$ cat src/rtl/esc_frame_extract.sv
module esc_frame_extract #(
  parameter int          LEN_W = 8,
  parameter logic [7:0]  DELIM = 8'h02,
  parameter logic [7:0]  ESC   = 8'h10
) (
  input  logic       clk,
  input  logic       rst_n,
  input  logic [7:0] in_byte,
  input  logic       in_valid,
  output logic       in_ready,
  output logic [7:0] out_byte,
  output logic       out_valid,
  input  logic       out_ready,
  output logic       frame_end
);

  logic             in_frame, esc_pend;
  logic [LEN_W-1:0] len;
  logic             in_frame_n, esc_pend_n;
  logic [LEN_W-1:0] len_n;

  logic fire, is_delim, is_esc, len_zero, len_full, emit, close;

  assign fire     = in_valid & out_ready;
  assign is_delim = (in_byte == DELIM);
  assign is_esc   = (in_byte == ESC);
  assign len_zero = (len == '0);
  assign len_full = &len;

  assign emit  = in_frame & (esc_pend | (~is_delim & ~is_esc));
  assign close = in_frame & is_delim & ~esc_pend & ~len_zero;

  assign in_ready  = out_ready;
  assign out_byte  = in_byte;
  assign out_valid = in_valid & emit;
  assign frame_end = fire & close;

  always_comb begin
    esc_pend_n = esc_pend;
    in_frame_n = in_frame;
    len_n      = len;
    if (is_esc) begin
      esc_pend_n = esc_pend ? ~in_frame : 1'b1;
    end else if (is_delim) begin
      esc_pend_n = 1'b0;
      if (!esc_pend) in_frame_n = ~in_frame | len_zero;
    end
    if (close)
      len_n = '0;
    else if (emit && !len_full)
      len_n = len + LEN_W'(1);
  end

  always_ff @(posedge clk) begin
    if (!rst_n) begin
      in_frame <= 1'b0;
      esc_pend <= 1'b0;
      len      <= '0;
    end else if (fire) begin
      in_frame <= in_frame_n;
      esc_pend <= esc_pend_n;
      len      <= len_n;
    end
  end

endmodule

$ cat config.mk
export PLATFORM = sky130hd
export DESIGN_NAME = esc_frame_extract
export DESIGN_NICKNAME = d
export VERILOG_FILES = /design/src/rtl/esc_frame_extract.sv
export SDC_FILE = /design/constraint.sdc
export NUM_CORES = 1
export LEC_CHECK = 0
export BUFFER_PORTS_ARGS = -buffer_cell sky130_fd_sc_hd__buf_4
export CORE_ASPECT_RATIO = 1.5
export CORE_MARGIN = 2
export CORE_UTILIZATION = 35
export CTS_CLUSTER_DIAMETER = 100
export CTS_CLUSTER_SIZE = 16
export DETAILED_ROUTE_END_ITERATION = 10
export SYNTH_ARGS = -nofsm -noshare
export SYNTH_HDL_FRONTEND = slang
export SYNTH_SLANG_ARGS = --single-unit
$ cat constraint.sdc
create_clock -name clk -period 1.8 [get_ports clk]
set_input_delay 0.27 -clock clk [delete_from_list [all_inputs] [get_ports clk]]
set_output_delay 0.27 -clock clk [all_outputs]
set_load 0.02 [all_outputs]
## After elaboration in Yosys (flattened, before gate mapping)

Cells that the tools add are included.

- Add/subtract/negate cells: 1
- $mul: 0
- Div/mod/pow operators: 0
- Order comparisons: 0
- Equality and inequality tests: 2
- Shift-type cells: 0
- Multiplexer cells: 5
- Bitwise gates (word level): 15
- Reduce and logical (&&, ||, !) cells: 9

Operators with widths:

| cell | number |
|---|---|
| $mux 8 | 2 |
| $add 8x1->8 const B | 1 |
| $and 1x1->1 | 8 |
| $eq 8x2->1 const B | 1 |
| $eq 8x5->1 const B | 1 |
| $logic_not 8->1 | 1 |
| $reduce_and 8->1 | 1 |
| $not 1->1 | 5 |
| $reduce_and 2->1 | 2 |
| $reduce_and 4->1 | 1 |
| $reduce_bool 2->1 | 2 |
| $mux 1 | 3 |
| $or 1x1->1 | 2 |
| $logic_and 1x1->1 | 1 |
| $logic_not 1->1 | 1 |

- Flip-flop bits (word level): 10
- Latch bits: 0
- Bits in writable memories: 0
- ROM bits: 0
- Bits of input ports: 12
- Output and inout bits: 11
- Word-level logic and storage cells: 35
- Memories kept: 0

## Logic depth before layout (Yosys ltp)

Gate-level depths: netlist of the first run.

- Depth after elaboration: 8
- Gate-level depth with buffers: 7

## Least setup slack after synthesis of the first run

No wires, ideal clock.

- Path kind: reg2reg
- From: register len[0]
- To: register len[1]
- Setup time: 70 ps
- Arrival time: 1,877 ps
- Setup slack: -147 ps
- Cell stages (with the launch flop): 8
- Buffers on the path: 0
- Period minus slack after synthesis: 1,947 ps
- Cell sequence: dfxtp_1 -> inv_1 -> ha_1 -> or4b_4 -> o41ai_4 -> nor2_2 -> or3_1 -> a21oi_1

- Cells in the longest elaborated chain, start to end: 5
- Elaborated cells between the ends (all ways): 11

Ends and longest elaborated chain:

| what | RTL line | source |
|---|---|---|
| start: declaration | 18 | `logic [LEN_W-1:0] len;` |
| start signal: assignment | 62 | `len <= len_n;` |
| parallel branches: the longest is 5 deep, another holds $add 8x1->8 | -- |  |

Parallel ways; which one is timed is not known. The select of a mux whose other input is x is not followed.
A chain may end at the register's enable or synchronous reset.

## Worst setup path after layout of the first run

- From: register len[1]
- To: output frame_end

- Cells in the longest elaborated chain, start to end: 4

Ends and longest elaborated chain:

| what | RTL line | source |
|---|---|---|
| $logic_not 8->1 | 27 | `assign len_zero = (len == '0);` |
| $not 1->1 | 31 | `assign close = in_frame & is_delim & ~esc_pend & ~len_zero;` |
| $and 1x1->1 | 31 |  |
| $and 1x1->1 | 36 | `assign frame_end = fire & close;` |
| end: declaration | 14 | `output logic frame_end` |

Every way passes these cells.

==> reports/metrics.csv, run 1 <==
stage;metric;value;unit
clocking;numCtsBuffers;3;
logic_synthesis;ys_top_cells_by_area;dfxtp_1 (27%), buf_4 (10%), and3_1 (4.3%);
worst_hold_path;holdPathStages;2;
placed_design;place_ws;-192.3;ps
grt;grtUsageTotal;0.1755;
setup_path;start_kind;register;
clocking;clk_path_buf_depth;2;
timing;fin_crit_sh;1.149;
routing;drc;0;
placed_design;dpl_cell_area;949.7;sq um
setup_path;reg2reg_depth;8;
logic_synthesis;ys_types;35;
outcome;violations;negative setup slack;
timing;setup_violations;8;
final_layout;post-route-util;0.5500;
grt;antenna_found_initial;0;
setup_path;cp_max_fo;3;
worst_hold_path;min_from;rst_n;
final_layout;final_layout_size_suffix_gt1_frac;0.5847;
floorplan;core_region_area;2002;sq um
floorplan;die_area;2492;sq um
routing;via_per_inst;5.507;
logic_synthesis;yosysTopAreaCellShare;0.2721;
logic_synthesis;async_flop_share;0;
setup_path;critPathArrivalTime;1800;ps
timing;fmax;0.4833;GHz
routing;routed.top_layer;met4;
placed_design;io_buffers;22;
final_layout;final_cells;140;
routing;vias;771;
final_layout;fill_cells;179;
power;total_power;0.5226;mW
clocking;cts_root_buf;clkbuf_4;
logic_synthesis;ys_warn_count;0;
power;p_leak;0.4984;nW
logic_synthesis;avgSynthCellArea;8.655;sq um
grt;grt_max_degree;10;
routing;wl_per_cell;14.24;um
worst_hold_path;min_to;len[0]$_SDFFE_PN0P_;
grt;grt_pass1_vias;729;
outcome;outcome;complete, but fails checks;
logic_synthesis;ys_seq_area_frac;0.2721;
logic_synthesis;mappedNetlistNets;99;
routing;drt_iter0_markers;47;
setup_path;rrSetupSlack;-260;ps
placed_design;place_hpwl;1.438;mm
routing;wl_met2;1.038;mm
power;ir_drop;0.3947;mV
clocking;htreeDepth;1;
logic_synthesis;syn_inst;85;
timing;fin_crit;2069;ps
final_layout;areaGrowthSynthToFinish;49.66;%
routing;wl;1.993;mm
logic_synthesis;synth_edf_count;0;
placed_design;globalplace.congestion;0.8420;
logic_synthesis;syn_area;735.7;sq um
routing;met3_length;100;um
clocking;clk_latency;270;ps
logic_synthesis;ys_top_cells_by_count;buf_4 (10), dfxtp_1 (10), nand2_1 (6);
worst_hold_path;hp-class;in -> reg;
setup_path;crit_path_end_kind;output port;
routing;wl_met1;804;um
floorplan;fp.dieW;41.44;um
timing;slew_viol_final;0;
floorplan;row_count;20;
timing;fin_worst_skew;5.883;ps
timing;fin_setup_tns;-1608;ps
timing;whs;237.8;ps
grt;grt-ovfl-total;0;
final_layout;nets;133;
timing;worstMarginPinSlew;384.9;ps
clocking;cts.clk_slew.worst_paths;80;ps
logic_synthesis;ys.flop_type;dfxtp_1;
clocking;cts.sinks;10;
clocking;cts_hold_buf;0;
power;p_per_area;474.6;nW/um^2
floorplan;ios;23;
logic_synthesis;synth_area_leader_cell;dfxtp_1;
flow_run;cap_violations;0;
setup_path;r2r_start;len[1]$_SDFFE_PN0P_;
grt;grt_pass1_wl;3.339;mm
routing;dr.pass1.iters;5;
final_layout;final_area;1101;sq um
setup_path;worstReg2RegEnd;len[5]$_SDFFE_PN0P_;
timing;final.setup.worst_slack;-268.9;ps
clocking;tritoncts;built;
setup_path;cp_data_required_time;1530;ps
floorplan;initial_utilization;0.3675;
setup_path;critPathKind;reg -> out;
timing;hold_violations;0;
logic_synthesis;ys_ff_latch;10;
timing;rsz0062_at_grt;yes;
final_layout;diodes;0;
routing;ant_nets;0;
floorplan;die_y;60.15;um
placed_design;place_inst;131;
timing;slew-limit-headroom;0.7425;
-- registers in the layout, indices dropped and copies added (netlist names) --
signal and count:
esc_pend 1, len 8, in_frame 1
-- cell type report --
cell class | count | area, sq um | area share
multi-input cells | 61 | 519.2 | 0.4716
flip-flops and latches | 10 | 202.7 | 0.1841
well taps | 22 | 27.53 | 0.02500
repair buffers | 39 | 300.3 | 0.2727
inverters | 4 | 15.01 | 0.01364
clock buffers | 4 | 36.28 | 0.03295
-- cell usage in the layout, fill, tap and decap left out, types with 3 or more instances in the layout --
cell,instances
nand3_1,3
nand2_1,6
clkbuf_4,3
buf_4,37
nor2_4,3
dfxtp_1,8
nor2_1,4
nor3_2,3
and3_1,5
a31oi_1,3
-- how the worst max path moves through the flow --
stage | start | to | cells past startpoint
2_1_floorplan | len[0]$_SDFFE_PN0P_ | len[1]$_SDFFE_PN0P_ | 7
3_3_place_gp | len[1]$_SDFFE_PN0P_ | len[6]$_SDFFE_PN0P_ | 7
3_5_place_dp | len[1]$_SDFFE_PN0P_ | len[6]$_SDFFE_PN0P_ | 7
4_1_cts | len[0]$_SDFFE_PN0P_ | frame_end | 6
5_1_grt | len[1]$_SDFFE_PN0P_ | frame_end | 6
6_report | len[1]$_SDFFE_PN0P_ | frame_end | 6
-- metal layers --
metal,track usage,vias up
li1,-,384
met1,0.2004,352
met2,0.3192,29
met3,0.02417,6
met4,0.08295,0
met5,0,-
-- timing repair --
item | CTS | global route
gates resized for setup | 14 | 4
setup buffers | 6 | 0
pin swaps | 11 | 6
setup endpoints to repair | 8 | 11
-- report_power, final --
part	internal, mW	leakage (nW)	switching, mW
sequential	0.223	0.0817	0.000909
combinational	0.0396	0.396	0.0425
clock	0.123	0.0210	0.0937
-- cell families after synthesis --
group                      synth area share
buffers and inverters                0.1224
DFF                                  0.2721
adders and majority gates           0.03401
and+or+nand+nor                      0.3044
xor gates and xnor gates            0.02381
AOI/OAI and AO/OA                    0.2432
-- worst max-delay path, stage by stage (launching register included) --
cell     delay, ps
dfxtp_2        330
inv_2           70
ha_4           120
or4b_4         460
o41ai_4        340
nor2_4          70
buf_6          140
Power figures use the tool's default switching activity.
==> run 2: changes to the inputs <==
Settings changed: ABC_AREA set to 1.
==> run 2 against run 1 <==
  * The run now ends clean
  * Clock power fell by 2%
  * Area after synthesis rose by 17%
  * Sequential power barely moved
  * Non-clock buffer count fell by 11
  * Critical endpoint unchanged
  * Highest routed layer unchanged
==> reports/metrics.csv, run 2 <==
stage;metric;value;unit;change
routing;drc;0;;unchanged
setup_path;path_cells;inv_1, ha_1, nand3_1, nor2_2, nor2_4, nand2_4, inv_1, buf_4;;
logic_synthesis;async_flop_share;0;;unchanged
clocking;cts_hold_buf;0;;unchanged
setup_path;cp_top_family;flip-flops;;
logic_synthesis;ys_types;24;;-31%
final_layout;final_area;1059;sq um;-3.9%
setup_path;max_stage_delay;370;ps;-90 ps
logic_synthesis;post-synth-top-count-cell;nand2_1;;
logic_synthesis;avgSynthCellArea;6.663;sq um;-23%
worst_hold_path;holdPathStages;3;;+1
clocking;tritoncts;built;;
setup_path;reg2reg_depth;7;;-1
logic_synthesis;ys_seq_area_frac;0.2329;;-0.03921
timing;fmax;0.5895;GHz;+22%
logic_synthesis;ys_top_cells_by_count;nand2_1 (24), inv_1 (21), nand3_1 (15);;
floorplan;row_count;22;;+10%
placed_design;globalplace.congestion;0.8728;;+3.7%
clocking;clk_latency;280;ps;about the same
flow_run;cap_violations;0;;unchanged
final_layout;seq_area;201.4;sq um;-0.62%
timing;worstMarginPinSlew;288.1;ps;-96.80 ps
logic_synthesis;synth_area_leader_cell;dfxtp_1;;
logic_synthesis;synth_edf_count;0;;unchanged
clocking;htreeDepth;1;;unchanged
worst_hold_path;hp-class;in -> reg;;
timing;fin_worst_skew;7.648;ps;+1.766 ps
final_layout;top_regs;len x8, esc_pend x1, in_frame x1;;
grt;antenna_found_initial;0;;unchanged
setup_path;critical_path.most_common_cell;inv_1;;
logic_synthesis;ys.flop_type;dfxtp_1;;
logic_synthesis;syn_inst;129;;+52%
logic_synthesis;ys_ff_latch;10;;unchanged
floorplan;fp.dieW;44.47;um;+7.3%
power;ir_drop;0.5225;mV;+32%
final_layout;mostFrequentLayoutCell;buf_4;;
grt;grt_pass1_wl;3.056;mm;-8.5%
routing;vias;833;;+8.0%
grt;grt-ovfl-total;0;;unchanged
setup_path;critPathKind;reg -> out;;
final_layout;largest_reg_flops;8;;unchanged
final_layout;final_cell_mix;buf_4 (28), nand2_1 (24), inv_1 (21);;
final_layout;diodes;0;;unchanged
routing;dr.pass1.iters;4;;-1
logic_synthesis;ys_top_cells_by_area;dfxtp_1 (23%), nand2_1 (10%), inv_1 (9.2%);;
grt;grt_pass1_vias;733;;+0.55%
clocking;clk_path_buf_depth;2;;unchanged
logic_synthesis;ys_warn_count;0;;unchanged
floorplan;initial_utilization;0.3589;;-0.008566
floorplan;die_area;2877;sq um;+15%
power;p_leak;0.5403;nW;+8.4%
timing;fin_setup_tns;0;ps;+1608 ps
final_layout;post-route-util;0.4420;;-0.1080
setup_path;cp_data_required_time;1530;ps;about the same
setup_path;worst_path_max_delay_cell;dfxtp_1;;
setup_path;start_kind;register;;
placed_design;io_buffers;22;;unchanged
clocking;numCtsBuffers;3;;unchanged
timing;fin_crit;1696;ps;-372.6 ps
final_layout;fill_cells;252;;+41%
routing;ant_nets;0;;unchanged
timing;slew_viol_final;0;;unchanged
grt;grt_max_degree;13;;+3
clocking;cts_root_buf;clkbuf_4;;
timing;setup_violations;0;;-8
floorplan;core_region_area;2395;sq um;+20%
logic_synthesis;syn_area;859.6;sq um;+17%
logic_synthesis;yosysTopAreaCellShare;0.2329;;-0.03921
placed_design;place_hpwl;1.418;mm;-1.4%
final_layout;multi_input_area;490.5;sq um;-5.5%
final_layout;top_register;len;;
placed_design;place_ws;210.1;ps;+402.4 ps
setup_path;cp.depth;8;;+2
clocking;cts.sinks;10;;unchanged
setup_path;critPathArrivalTime;1430;ps;-370 ps
placed_design;dpl_cell_area;983.4;sq um;+3.6%
final_layout;final_layout_size_suffix_gt1_frac;0.3113;;-0.2735
floorplan;die_y;64.70;um;+7.6%
power;p_per_area;482.5;nW/um^2;+1.7%
timing;rsz0062_at_grt;no;;
setup_path;cp_max_fo;8;;+5
timing;fin_crit_sh;0.9424;;-0.2070
clocking;cts.clk_slew.worst_paths;70;ps;about the same
setup_path;path_buf_inv;3;;+1
timing;slew-limit-headroom;0.8075;;+0.06495
routing;wl_per_cell;10.38;um;-27%
logic_synthesis;mappedNetlistNets;143;;+44%
routing;wl;1.816;mm;-8.9%
routing;drt_iter0_markers;28;;-40%
timing;hold_violations;0;;unchanged
grt;grtUsageTotal;0.1418;;-0.03364
routing;via_per_inst;4.760;;-14%
floorplan;ios;23;;unchanged
final_layout;nets;166;;+25%
outcome;outcome;finished clean;;
timing;final.setup.worst_slack;103.7;ps;+372.6 ps
final_layout;areaGrowthSynthToFinish;23.14;%;
setup_path;crit_path_end_kind;output port;;
## run 2: what timing repair did
item                                    in CTS  in global routing
buffers inserted                             1                  4
pin swaps                                    1                  1
endpoints found under the setup margin       1                  1
gates resized for setup                      0                  1
## run 2: metrics by stage
stage / cells / power [mW] / hold slack (ps)
after floorplan: 129 / 0.2759 / 390.6
after global placement: 166 / 0.3039 / 486.7
after detailed placement: 166 / 0.3045 / 491.5
after CTS: 171 / 0.5121 / 256.7
after global routing: 175 / 0.5274 / 258.0
final: 175 / 0.5108 / 252.1
## run 2: worst paths after layout
| check | startpoint | end | slack, ps |
|---|---|---|---|
| setup / recovery | len[1]$_SDFFE_PN0P_ | frame_end | 100 |
| hold / removal | rst_n | len[7]$_SDFFE_PN0P_ | 250 |
| setup reg to reg | len[1]$_SDFFE_PN0P_ | len[7]$_SDFFE_PN0P_ | 280 |
| hold reg to reg | esc_pend$_SDFFE_PN0P_ | esc_pend$_SDFFE_PN0P_ | 490 |
## run 2: per-layer routing
layer  global-route usage  wire [um]  vias up
met5                    0          0        -
met4              0.09091         51        0
met3              0.01671        121        5
met2               0.2446        926       25
met1               0.1556        717      356
li1                     -          -      447
## run 2: layout make-up
cell class	instances	share of cell area
well taps	24	0.02837
clock buffers	4	0.03428
repair buffers	28	0.1986
multi-input cells	85	0.4634
flip-flops and latches	10	0.1903
inverters	24	0.08511
## run 2: power breakdown
group	internal [mW]	switching, mW
Combinational	0.0356	0.0417
Clock	0.123	0.0889
Sequential	0.221	0.000105
## run 2: cell families after synthesis
group / count (synthesis) / synth area share
and+or+nand+nor: 67 / 0.4177
buffers and inverters: 34 / 0.1965
AOI/OAI and AO/OA: 11 / 0.07278
DFF: 10 / 0.2329
xor gates and xnor gates: 5 / 0.05094
adders and majority gates: 2 / 0.02911
## run 2: tightest hold or removal path, delay by kind of cell
kind | cells | cell delay, ps
buffers and inverters | 1 | 140
and+or+nand+nor | 2 | 90
==> run 3: changes to the inputs <==
Settings changed: CTS_CLUSTER_DIAMETER 100 to 200, SLEW_MARGIN set to 20.
Clock period 1.8 ns to 2.1 ns, I/O delays scaled along.
==> run 3 against run 2 <==
  * Final cell count down 4.0%
  * Sequential power is 14% lower
  * Critical path depth did not move
  * Combinational power down 15%
  * Critical endpoint unchanged
  * Largest cell class unchanged
==> reports/metrics.csv, run 3 (same netlist as run 2, synthesis figures left out) <==
stage;metric;value;unit;change
outcome;outcome;finished clean;;
final_layout;multi_input_area;490.5;sq um;unchanged
timing;rsz0062_at_grt;no;;
final_layout;diodes;0;;unchanged
setup_path;reg2reg_depth;7;;unchanged
final_layout;largest_reg_flops;8;;unchanged
worst_hold_path;holdPathStages;3;;unchanged
grt;grt_pass1_vias;820;;+12%
setup_path;critPathKind;reg -> out;;
timing;fin_setup_tns;0;ps;unchanged
final_layout;final_cell_mix;nand2_1 (24), buf_4 (22), inv_1 (21);;
worst_hold_path;hp-class;in -> reg;;
routing;wl;1.767;mm;-2.7%
routing;drc;0;;unchanged
setup_path;crit_path_end_kind;output port;;
timing;fmax;0.5234;GHz;
grt;grtUsageTotal;0.1467;;+0.004905
setup_path;cp_max_fo;12;;+4
clocking;tritoncts;built;;
floorplan;initial_utilization;0.3589;;unchanged
clocking;clk_latency;270;ps;about the same
routing;ant_nets;0;;unchanged
grt;grt_pass1_wl;3.215;mm;+5.2%
timing;hold_violations;0;;unchanged
timing;setup_violations;0;;unchanged
clocking;cts_root_buf;clkbuf_4;;
clocking;cts.sinks;10;;unchanged
final_layout;fill_cells;254;;+0.79%
timing;fin_crit_sh;0.9099;;
grt;grt_max_degree;13;;unchanged
setup_path;cp_data_required_time;1780;ps;+250 ps
flow_run;cap_violations;0;;unchanged
final_layout;final_cells;168;;-4.0%
final_layout;areaGrowthSynthToFinish;16.16;%;
timing;fin_crit;1911;ps;
final_layout;top_register;len;;
floorplan;die_y;64.70;um;unchanged
clocking;htreeDepth;1;;unchanged
placed_design;place_hpwl;1.488;mm;+4.9%
floorplan;row_count;22;;unchanged
timing;slew-limit-headroom;0.7968;;-0.01068
setup_path;start_kind;register;;
floorplan;die_area;2877;sq um;unchanged
routing;drt_iter0_markers;21;;-25%
final_layout;nets;160;;-3.6%
routing;wl_per_cell;10.52;um;+1.4%
placed_design;globalplace.congestion;0.8532;;-2.2%
clocking;post_cts_resized;0;;unchanged
clocking;cts_hold_buf;0;;unchanged
timing;fin_worst_skew;4.957;ps;-2.691 ps
clocking;cts.clk_slew.worst_paths;60;ps;about the same
clocking;clk_path_buf_depth;2;;unchanged
grt;grt-ovfl-total;0;;unchanged
timing;worstMarginPinSlew;302.9;ps;+14.84 ps
placed_design;io_buffers;22;;unchanged
floorplan;fp.dieW;44.47;um;unchanged
power;p_leak;0.5054;nW;-6.5%
timing;slew_viol_final;0;;unchanged
floorplan;core_region_area;2395;sq um;unchanged
clocking;numCtsBuffers;3;;unchanged
final_layout;top_regs;len x8, esc_pend x1, in_frame x1;;
grt;antenna_found_initial;0;;unchanged
final_layout;seq_area;200.2;sq um;-0.62%
routing;via_per_inst;4.863;;+2.2%
power;ir_drop;0.3719;mV;-29%
placed_design;place_inst;165;;-0.60%
clocking;postCtsSetupRepairBufs;0;;-1
setup_path;critPathArrivalTime;1600;ps;+170 ps
final_layout;mostFrequentLayoutCell;nand2_1;;
routing;vias;817;;-1.9%
final_layout;final_layout_size_suffix_gt1_frac;0.2708;;-0.04042
routing;dr.pass1.iters;4;;unchanged
floorplan;ios;23;;unchanged
power;p_per_area;388.9;nW/um^2;-19%
[run 3: changes by cell type in the layout (fill, tap and decap cells not counted), sizes merged]
cell and change:
buf -6, clkbuf -1
[run 3: stage by stage]
step	power, mW	util	worst slack, ps	hold WS, ps	cell area (sq um)
floorplan	0.2365	-	563.0	435.6	859.6
global placement	0.2593	0.4075	474.2	491.6	975.9
detailed placement	0.2604	0.4075	439.6	483.2	975.9
CTS	0.3935	0.4169	172.5	312.7	998.5
global route	0.4049	0.4169	76.30	329.9	998.5
finish	0.3883	0.4169	189.3	310.5	998.5
[run 3: worst paths after layout]
kind | start | slack, ps | to
worst max-delay path | len[0]$_SDFFE_PN0P_ | 190 | frame_end
worst min register to register | esc_pend$_SDFFE_PN0P_ | 490 | esc_pend$_SDFFE_PN0P_
worst max register to register | len[1]$_SDFFE_PN0P_ | 580 | len[7]$_SDFFE_PN0P_
worst min-delay path | rst_n | 310 | len[7]$_SDFFE_PN0P_
[run 3: layer usage]
layer	track usage	vias up	routed length, um
li1	-	435	-
met1	0.1553	358	720
met2	0.2645	20	911
met3	0.01671	4	96
met4	0.08333	0	39
met5	0	-	0
[run 3: critical path, cell delays in order, from the launching register on]
cell and delay [ps]:
dfxtp_1 360, inv_1 80, ha_1 190, nand3_1 90
nor2_2 60, nor2_4 200, nand2_4 140, inv_1 80
buf_4 130
[run 3: report_power, final]
group | internal [mW] | leakage, nW | switching, mW | total, mW
clock | 0.0664 | 0.0138 | 0.0665 | 0.133
sequential | 0.190 | 0.0805 | 0.0000915 | 0.190
combinational | 0.0294 | 0.411 | 0.0363 | 0.0657
total | 0.285 | 0.505 | 0.103 | 0.388
[run 3: final cells by class]
cell class,count,share of cell area
multi-input cells,85,0.4912
well taps,24,0.03008
inverters,24,0.09023
flip-flops and latches,10,0.2005
repair buffers,22,0.1654
clock buffers,3,0.02256
